--- src/rtl/thr_pkg.sv ---
package thr_pkg;
  localparam int DATA_W   = 32;
  localparam int ADDR_W   = 3;
  localparam int N_LVL    = 4;
  localparam int CODE_W   = 8;
  localparam int FALL_OFS = 16;
  localparam int EMU_OFS  = 8;

  typedef enum logic [ADDR_W-1:0] {
    A_CTRL = 3'd0,
    A_RISE = 3'd1,
    A_FALL = 3'd2,
    A_IEN  = 3'd3,
    A_STAT = 3'd4,
    A_CLR  = 3'd5,
    A_EMUL = 3'd6,
    A_CODE = 3'd7
  } reg_addr_e;
endpackage

--- src/rtl/thr_regfile.sv ---
module thr_regfile
  import thr_pkg::*;
#(
  parameter int NLVL = N_LVL,
  parameter int CW   = CODE_W,
  parameter int FOFS = FALL_OFS,
  parameter int EOFS = EMU_OFS
) (
  input  logic              clk,
  input  logic              rst_n,
  input  logic              sel,
  input  logic              wr,
  input  logic [ADDR_W-1:0] addr,
  input  logic [DATA_W-1:0] wdata,
  input  logic [DATA_W-1:0] stat_word,
  input  logic [CW-1:0]     code_now,
  output logic [DATA_W-1:0] rdata,
  output logic              core_en,
  output logic              trip_en,
  output logic [NLVL*CW-1:0] rise_thr,
  output logic [NLVL*CW-1:0] fall_thr,
  output logic [NLVL-1:0]   rise_en,
  output logic [NLVL-1:0]   fall_en,
  output logic              emu_en,
  output logic [CW-1:0]     emu_code,
  output logic              clr_we,
  output logic [NLVL-1:0]   clr_rise,
  output logic [NLVL-1:0]   clr_fall
);
  logic we;
  logic [DATA_W-1:0] ien_word;
  logic [DATA_W-1:0] mux;

  assign we = sel & wr;
  assign clr_we   = we && (addr == A_CLR);
  assign clr_rise = clr_we ? wdata[NLVL-1:0]   : '0;
  assign clr_fall = clr_we ? wdata[FOFS+:NLVL] : '0;

  always_ff @(posedge clk or negedge rst_n) begin
    if (!rst_n) begin
      core_en  <= 1'b0;
      trip_en  <= 1'b0;
      rise_thr <= '0;
      fall_thr <= '0;
      rise_en  <= '0;
      fall_en  <= '0;
      emu_en   <= 1'b0;
      emu_code <= '0;
    end else if (we) begin
      case (addr)
        A_CTRL: begin
          core_en <= wdata[0];
          trip_en <= wdata[1];
        end
        A_RISE: rise_thr <= wdata[NLVL*CW-1:0];
        A_FALL: fall_thr <= wdata[NLVL*CW-1:0];
        A_IEN: begin
          rise_en <= wdata[NLVL-1:0];
          fall_en <= wdata[FOFS+:NLVL];
        end
        A_EMUL: begin
          emu_en   <= wdata[0];
          emu_code <= wdata[EOFS+:CW];
        end
        default: ;
      endcase
    end
  end

  always_comb begin
    ien_word = '0;
    ien_word[NLVL-1:0]   = rise_en;
    ien_word[FOFS+:NLVL] = fall_en;
  end

  always_comb begin
    mux = '0;
    case (addr)
      A_CTRL: mux[1:0] = {trip_en, core_en};
      A_RISE: mux[NLVL*CW-1:0] = rise_thr;
      A_FALL: mux[NLVL*CW-1:0] = fall_thr;
      A_IEN:  mux = ien_word;
      A_STAT: mux = stat_word;
      A_EMUL: begin
        mux[0]        = emu_en;
        mux[EOFS+:CW] = emu_code;
      end
      A_CODE: mux[CW-1:0] = code_now;
      default: mux = '0;
    endcase
  end

  assign rdata = (sel && !wr) ? mux : '0;
endmodule

--- src/rtl/thr_level_det.sv ---
module thr_level_det #(
  parameter int CW = 8
) (
  input  logic [CW-1:0] prev_code,
  input  logic [CW-1:0] new_code,
  input  logic [CW-1:0] up_lvl,
  input  logic [CW-1:0] dn_lvl,
  output logic          up_hit,
  output logic          dn_hit
);
  assign up_hit = (prev_code < up_lvl) && (new_code >= up_lvl);
  assign dn_hit = (prev_code > dn_lvl) && (new_code <= dn_lvl);
endmodule

--- src/rtl/thr_status.sv ---
module thr_status #(
  parameter int NLVL = 4,
  parameter int CW   = 8
) (
  input  logic            clk,
  input  logic            rst_n,
  input  logic            core_en,
  input  logic            trip_en,
  input  logic            strobe,
  input  logic [CW-1:0]   eff_code,
  input  logic [NLVL-1:0] up_hit,
  input  logic [NLVL-1:0] dn_hit,
  input  logic            top_hit,
  input  logic [NLVL-1:0] clr_rise,
  input  logic [NLVL-1:0] clr_fall,
  output logic [NLVL-1:0] rise_st,
  output logic [NLVL-1:0] fall_st,
  output logic [CW-1:0]   last_code,
  output logic            trip_q
);
  logic accept;
  logic ref_ok;
  logic [NLVL-1:0] rise_set, fall_set;

  assign accept   = strobe & core_en;
  assign rise_set = (accept && ref_ok) ? up_hit : '0;
  assign fall_set = (accept && ref_ok) ? dn_hit : '0;

  always_ff @(posedge clk or negedge rst_n) begin
    if (!rst_n) begin
      rise_st   <= '0;
      fall_st   <= '0;
      last_code <= '0;
      ref_ok    <= 1'b0;
      trip_q    <= 1'b0;
    end else begin
      rise_st <= (rise_st & ~clr_rise) | rise_set;
      fall_st <= (fall_st & ~clr_fall) | fall_set;
      if (!core_en) begin
        ref_ok <= 1'b0;
      end else if (strobe) begin
        last_code <= eff_code;
        ref_ok    <= 1'b1;
      end
      if (accept && trip_en && top_hit) trip_q <= 1'b1;
    end
  end
endmodule

--- src/rtl/thermal_thresh_irq.sv ---
module thermal_thresh_irq
  import thr_pkg::*;
#(
  parameter int NLVL = N_LVL,
  parameter int CW   = CODE_W,
  parameter int FOFS = FALL_OFS
) (
  input  logic              clk,
  input  logic              rst_n,
  input  logic              smp_valid,
  input  logic [CW-1:0]     smp_code,
  input  logic              bus_sel,
  input  logic              bus_wr,
  input  logic [ADDR_W-1:0] bus_addr,
  input  logic [DATA_W-1:0] bus_wdata,
  output logic [DATA_W-1:0] bus_rdata,
  output logic              irq,
  output logic              trip,
  output logic [CW-1:0]     cur_code
);
  localparam int TOP_LSB = (NLVL - 1) * CW;

  logic core_en, trip_en, emu_en, clr_we;
  logic [NLVL*CW-1:0] rise_thr, fall_thr;
  logic [NLVL-1:0] rise_en, fall_en, clr_rise, clr_fall;
  logic [NLVL-1:0] up_hit, dn_hit, rise_st, fall_st;
  logic [CW-1:0] emu_code, eff_code;
  logic [DATA_W-1:0] stat_word;
  logic top_hit;

  assign eff_code = emu_en ? emu_code : smp_code;
  assign top_hit  = eff_code >= rise_thr[TOP_LSB+:CW];

  always_comb begin
    stat_word = '0;
    stat_word[NLVL-1:0]   = rise_st;
    stat_word[FOFS+:NLVL] = fall_st;
  end

  thr_regfile #(.NLVL(NLVL), .CW(CW), .FOFS(FOFS), .EOFS(EMU_OFS)) u_regs (
    .clk(clk), .rst_n(rst_n), .sel(bus_sel), .wr(bus_wr), .addr(bus_addr),
    .wdata(bus_wdata), .stat_word(stat_word), .code_now(cur_code),
    .rdata(bus_rdata), .core_en(core_en), .trip_en(trip_en),
    .rise_thr(rise_thr), .fall_thr(fall_thr), .rise_en(rise_en),
    .fall_en(fall_en), .emu_en(emu_en), .emu_code(emu_code),
    .clr_we(clr_we), .clr_rise(clr_rise), .clr_fall(clr_fall)
  );

  for (genvar g = 0; g < NLVL; g++) begin : g_lvl
    thr_level_det #(.CW(CW)) u_det (
      .prev_code(cur_code), .new_code(eff_code),
      .up_lvl(rise_thr[g*CW+:CW]), .dn_lvl(fall_thr[g*CW+:CW]),
      .up_hit(up_hit[g]), .dn_hit(dn_hit[g])
    );
  end

  thr_status #(.NLVL(NLVL), .CW(CW)) u_stat (
    .clk(clk), .rst_n(rst_n), .core_en(core_en), .trip_en(trip_en),
    .strobe(smp_valid), .eff_code(eff_code), .up_hit(up_hit),
    .dn_hit(dn_hit), .top_hit(top_hit), .clr_rise(clr_rise),
    .clr_fall(clr_fall), .rise_st(rise_st), .fall_st(fall_st),
    .last_code(cur_code), .trip_q(trip)
  );

  assign irq = core_en & ((|(rise_st & rise_en)) | (|(fall_st & fall_en)));
endmodule

--- config.mk ---
export PLATFORM = sky130hd
export DESIGN_NAME = thermal_thresh_irq
export DESIGN_NICKNAME = d
export VERILOG_FILES = /design/src/rtl/thr_pkg.sv /design/src/rtl/thr_regfile.sv /design/src/rtl/thr_level_det.sv /design/src/rtl/thr_status.sv /design/src/rtl/thermal_thresh_irq.sv
export SDC_FILE = /design/constraint.sdc
export NUM_CORES = 1
export LEC_CHECK = 0
export ABC_AREA = 1
export BUFFER_PORTS_ARGS = -buffer_cell sky130_fd_sc_hd__clkbuf_2
export CAP_MARGIN = 20
export CORE_ASPECT_RATIO = 1.4
export CORE_MARGIN = 3
export CORE_UTILIZATION = 55
export DETAILED_ROUTE_END_ITERATION = 6
export GPL_TIMING_DRIVEN = 0
export PLACE_DENSITY = 0.84
export SLEW_MARGIN = 20
export SYNTH_ARGS = -nofsm -noshare
export SYNTH_HDL_FRONTEND = slang
export SYNTH_HIERARCHICAL = 1
export SYNTH_SLANG_ARGS = --single-unit
--- constraint.sdc ---
create_clock -name clk -period 2.6 [get_ports clk]
set_input_delay 0.52 -clock clk [delete_from_list [all_inputs] [get_ports clk]]
set_output_delay 0.52 -clock clk [all_outputs]
set_load 0.03 [all_outputs]
==> reports/metrics.yaml, run 1 <==
timing:
  drv_slew: 0
  hold_violations: 0
  rsz0062_at_grt: "true"
  worst_slack_ns: 0.0522
  final-setup-viol-count: 0
  max_freq_mhz: 392
  finalClockSkew_ns: 0.00684
  worst_pin_slew_ns: 0.788
  tns_ns: 0
  final_min_period_over_clock_period: 0.980
  finalCriticalPeriod_ns: 2.55
  relSlewSlack: 0.475
setup_path:
  cp-start-kind: "primary input"
  path_cells: "clkbuf_2 > buf_6 > inv_2 > nand2_2 > nor2_4 > buf_4 > nand2_1 > nand2_1 > nor2_1 > nor2_1 > clkbuf_2"
  cp.required_ns: 2.08
  cp-startpoint: "bus_addr[0]"
  crit_type: "in -> out"
  r2r-start: "u_regs/emu_en"
  crit_path_max_fanout: 10
  cp.arrival_ns: 2.03
  worst_path_max_delay_cell: "clkbuf_2"
  end_kind: "output pin"
  r2r_cells: 11
  critical-path-max-stage-delay_ns: 0.26
clock_network:
  cts.clk_slew.worst_paths_ns: 0.07
  post_cts_buffers: 0
  cts-resized-gates: 0
  htree_levels: 3
  clk_latency_ns: 0.35
  holdBufCountCts: 0
  cts_max_path_buffers: 2
  cts_sinks: 101
  cts_buffers: 9
  tritoncts: "done"
  cts_root_buf: "clkbuf_16"
floorplanning:
  num_rows: 53
  die_w_um: 112
  ioPinCount: 90
  die-area_um2: 17100
  start_util: 0.567
  coreArea_um2: 15100
  die_h_um: 154
detailed_routing:
  drc_errors: 0
  post_drt_wl_per_cell_um: 15.8
  vias: 8505
  via_per_inst: 5.44
  drtIter0Drc: 613
  antenna_left: 0
  routed_wl_um: 24700
  drtPass1Iterations: 5
status:
  status: "complete, no violations"
placed_design:
  dpl_worst_slack_ns: 0.0319
  gp_congestion: 0.967
  io_buffers: 87
  dp.cells: 1548
  hpwl_um: 18200
synthesis:
  synthCells: 1245
  post_synth.cell_area_avg_um2: 6.89
  synth_area_um2: 8570
  synth_warnings: 6
grt:
  grt_max_degree: 54
  grt_pass1_vias: 8493
  antenna_found_initial: 0
  grt-ovfl-total: 0
  grt_usage: 0.294
  grt_pass1_wl_um: 40300
cells_and_area:
  multi_input_area_um2: 5200
  drive_above_1_share: 0.120
  finalNonFillerCells: 1564
  seqCellArea_um2: 2530
  num_antenna_cells: 0
  fillCellCount: 1335
  nNetsFinal: 1547
  syn2layout_area_growth_pct: 13.5
hold_path:
  min_path_type: "in -> async"
power:
  p_leak_nw: 5.62
  power.density_nw_per_um2: 867
  vdd_ir_drop_max_uv: 418
  finalPower_mw: 8.43
flow_run:
  drv_cap: 0
[cell usage in the layout, fill, tap and decap left out, types with 8 or more instances in the layout]
master and n:
dfrtp_1 101, inv_1 181, nand4_1 21, clkbuf_2 85
o21ai_1 33, buf_6 11, a21oi_1 52, buf_2 14
nand2_1 445, nor3_1 8, clkbuf_16 9, ha_1 132
o21ai_0 41, conb_1 24, nand3_1 40, nor2_1 112
[cell type report]
cell class,count,area share
flip-flops and latches,101,0.260
clock inverters,4,0.00977
clock buffers,12,0.0253
well taps,192,0.0247
multi-input cells,947,0.534
plain buffers,35,0.0260
inverters,185,0.0716
repair buffers,88,0.0485
[sequential cells by signal, summed over array words and instances, names as in the netlist, 4 cells and up]
name	flops
u_regs/rise_en	4
u_regs/fall_thr	32
u_regs/fall_en	4
u_regs/rise_thr	32
u_stat/fall_st	4
u_stat/last_code	8
u_stat/rise_st	4
u_regs/emu_code	8
[routing by layer]
| metal | vias to the layer above | part of all wire | global-route usage |
|---|---|---|---|
| met2 | 370 | 0.48 | 0.509 |
| met1 | 3885 | 0.38 | 0.339 |
| met5 | - | 0 | 0 |
| li1 | 4146 | - | - |
| met4 | 0 | 0.063 | 0.184 |
| met3 | 104 | 0.076 | 0.0421 |
[critical path, delay by kind of cell]
family                 cells  cell delay [ns]
and+or+nand+nor            6             0.66
buffers and inverters      5             0.85
[power by group]
part / leakage [nW] / internal [mW] / switching (mW)
combinational: 4.18 / 1.69 / 2.57
clock: 0.167 / 0.967 / 0.592
sequential: 1.27 / 1.95 / 0.670
[metrics by stage]
stage | hold WS [ns] | util | instance area (um2)
final | 0.106 | 0.643 | 9730
after global routing | 0.130 | 0.643 | 9730
after global placement | 0.469 | 0.617 | 9340
after floorplan | 0.224 | - | 8660
after CTS | 0.117 | 0.642 | 9710
after detailed placement | 0.470 | 0.620 | 9370
[path summary, 6_finish.rpt]
kind                                             to  slack, ns
worst max register to register    u_stat/fall_st[2]       0.32
min in group clk                 u_regs/fall_thr[4]       0.40
worst min-delay path             u_regs/emu_code[4]       0.11
worst max-delay path                  bus_rdata[17]       0.05
max in group asynchronous       u_stat/last_code[5]       1.90
worst min register to register        u_stat/trip_q       0.48
Power figures use the tool's default switching activity.
==> run 2, diff against run 1 <==
PLACE_DENSITY = 0.85   (was 0.84)
SYNTH_HIERARCHICAL = not set   (was 1)
==> run 2 against run 1 <==
Against the previous run:
- register-to-register slack worse by 0.11 ns
- clock-buffer cell count is 1 lower
- worst hold slack worse by 0.0069 ns
- critical path type is now reg -> out
- synthesized cell count is 13% lower
- synthesized area is 4.6% lower
- critical path depth is 5 lower
- wire length is 6.0% lower
- sequential cell count stayed put
- first-iteration DRC count is 6.7% lower
==> reports/metrics.yaml, run 2 <==
grt:
  grt_max_degree: 55  # +1.9%
  grt-ovfl-total: 0  # unchanged
  grt_usage: 0.296  # +0.00250
  grt_pass1_vias: 7652  # -9.9%
  antenna_found_initial: 0  # unchanged
  grt_pass1_wl_um: 37500  # -7.0%
setup_path:
  cp-startpoint: "u_regs.emu_en"
  critical-path-max-stage-delay_ns: 0.41  # +0.15 ns
  crit_type: "reg -> out"
  path_cells: "inv_1 > clkbuf_4 > o22ai_1 > nor2_1 > a21oi_1 > clkbuf_2"
  r2r-start: "u_regs.emu_en"
  cp.arrival_ns: 1.94  # -0.09 ns
  cp-start-kind: "flop"
  r2r_cells: 10  # -1
  worst_path_max_delay_cell: "dfrtp_1"
  critical-path-top-delay-family: "buffers and inverters"
  crit_path_max_fanout: 10  # unchanged
  cp.depth: 6  # -5
  end_kind: "output pin"
  reg2reg_slack_ns: 0.21  # -0.11 ns
  cp.required_ns: 2.08  # about the same
  cp_num_buf_inv: 3  # -2
clock_network:
  cts_max_path_buffers: 2  # unchanged
  cts_buffers: 9  # unchanged
  tritoncts: "done"
  clk_latency_ns: 0.36  # about the same
  holdBufCountCts: 0  # unchanged
  cts_sinks: 101  # unchanged
  htree_levels: 3  # unchanged
  cts_root_buf: "clkbuf_16"
  post_cts_buffers: 0  # unchanged
  cts.clk_slew.worst_paths_ns: 0.07  # about the same
  cts-resized-gates: 1  # +1
floorplanning:
  die_h_um: 150  # -2.2%
  start_util: 0.564  # -0.00322
  die-area_um2: 16400  # -4.4%
  die_w_um: 109  # -2.2%
  ioPinCount: 90  # unchanged
  coreArea_um2: 14500  # -4.0%
  num_rows: 52  # -1.9%
timing:
  hold_violations: 0  # unchanged
  max_freq_mhz: 406  # +3.4%
  worst_pin_slew_ns: 0.766  # -0.0213 ns
  finalClockSkew_ns: 0.00726  # +0.000418 ns
  relSlewSlack: 0.489  # +0.0142
  hold_slack_ns: 0.0989  # -0.00691 ns
  drv_slew: 0  # unchanged
  tns_ns: 0  # unchanged
  rsz0062_at_grt: "false"
  finalCriticalPeriod_ns: 2.46  # -0.0835 ns
  final_min_period_over_clock_period: 0.948  # -0.0321
  final-setup-viol-count: 0  # unchanged
detailed_routing:
  post_drt_wl_per_cell_um: 16.9  # +6.8%
  via_per_inst: 5.58  # +2.7%
  drtPass1Iterations: 5  # unchanged
  dr.max_layer_used: "met4"
  vias: 7684  # -9.7%
  drtIter0Drc: 572  # -6.7%
  wl_met3_um: 1500  # -20%
  drc_errors: 0  # unchanged
  wl_met1_um: 8870  # -5.1%
  antenna_left: 0  # unchanged
  wl_met2_um: 11300  # -5.9%
  routed_wl_um: 23200  # -6.0%
synthesis:
  seq_area_frac_synth: 0.309
  synthCells: 1079  # -13%
  yosysMostFrequentCell: "nand2_1"
  yosys-top-cells-area: "dfrtp_1 31%, ha_1 19%, nand2_1 16%"
  ys.flop_type: "dfrtp_1"
  synthArstFlopShare: 1.00
  synthesis.nets: 1251
  post_synth.cell_area_avg_um2: 7.58  # +10%
  ys_types: 33
  synth_top_area_frac: 0.309
  synth-edff-count: 0
  ys_top_cells_by_count: "339 x nand2_1, 171 x inv_1, 124 x ha_1"
  synth_area_um2: 8180  # -4.6%
  synth_warnings: 0  # -6
  ys_ff_latch: 101
  yosysTopAreaCell: "dfrtp_1"
cells_and_area:
  seqCellArea_um2: 2530  # unchanged
  drive_above_1_share: 0.187  # +0.0675
  fillCellCount: 1268  # -5.0%
  multi_input_area_um2: 4780  # -8.0%
  nNetsFinal: 1354  # -12%
  layout_commonest_cell: "nand2_1"
  layout_common_cells: "339 x nand2_1, 171 x inv_1, 124 x ha_1"
  num_antenna_cells: 0  # unchanged
  largestRegisters: "u_regs.fall_thr (32), u_regs.rise_thr (32)"
  syn2layout_area_growth_pct: 13.5  # about the same
power:
  power.density_nw_per_um2: 860  # -0.81%
  vdd_ir_drop_max_uv: 479  # +15%
  p_leak_nw: 5.12  # -9.0%
flow_run:
  drv_cap: 0  # unchanged
placed_design:
  gp_congestion: 0.932  # -3.6%
  io_buffers: 87  # unchanged
  hpwl_um: 17600  # -3.4%
hold_path:
  min_path_type: "in -> async"
status:
  status: "complete, no violations"
-- run 2: cell types whose count changed in the layout (fill, tap and decap cells not counted), moves of 13 or more --
cell and delta:
buf_2 -13, o21ai_2 +74, conb_1 -24, nand4_1 -15
nand3_1 -32, nor2_1 -40, o21ai_1 -18, o22ai_1 +13
nand2_1 -106, o21ai_0 -13
-- run 2: per-stage QoR --
stage               power (mW)  setup slack [ns]  utilization  instances  area [um2]
global placement          6.09            -0.925        0.610       1355        8850
finish                    7.98             0.136        0.640       1376        9280
global route              8.68            0.0715        0.640       1376        9280
detailed placement        6.38           -0.0969        0.616       1360        8930
floorplan                 5.19             0.377            -       1079        8180
CTS                       7.91            0.0573        0.638       1376        9260
-- run 2: worst reg2reg max path, stage by stage (launching register included) --
cell and delay (ns):
dfrtp_1 0.38, inv_1 0.14, clkbuf_4 0.26, o21ai_2 0.65, ha_1 0.22, nand2_1 0.05, nor2_1 0.18, nand4_1 0.19
nand2_1 0.11, nand2_1 0.08, nand2_1 0.08
-- run 2: power by group --
| part | switching, mW | internal (mW) |
|---|---|---|
| Sequential | 0.545 | 1.94 |
| Clock | 0.635 | 0.873 |
| Combinational | 2.44 | 1.54 |
-- run 2: area by class of cell --
cell class,instances,area share
tap,189,0.0255
sequential,101,0.272
clock inverter,5,0.00903
buffer,25,0.0256
inverter,177,0.0724
clock buffer,11,0.0261
multi-input combinational,776,0.515
timing repair buffer,92,0.0541
-- run 2: metal layers --
metal	GRT usage	vias to the layer above
li1	-	3681
met1	0.339	3546
met4	0.184	0
met3	0.0450	125
met5	0	-
met2	0.511	332
-- run 2: logic make-up (layout without fill, tap and decap cells) --
kind of cell               after synthesis  count (layout)  share of synthesized area
AOI/OAI and AO/OA                      215             215                      0.175
DFF                                    101             101                      0.309
buffers and inverters                  202             310                      0.111
and+or+nand+nor                        437             437                      0.215
adders and majority gates              124             124                      0.190
-- run 2: final timing paths --
kind,end
max in group asynchronous,u_stat.rise_st[3]
worst max-delay path,bus_rdata[0]
worst min register to register,u_stat.trip_q
worst max register to register,u_stat.fall_st[0]
worst min-delay path,u_regs.emu_code[5]
min in group clk,u_regs.emu_code[3]
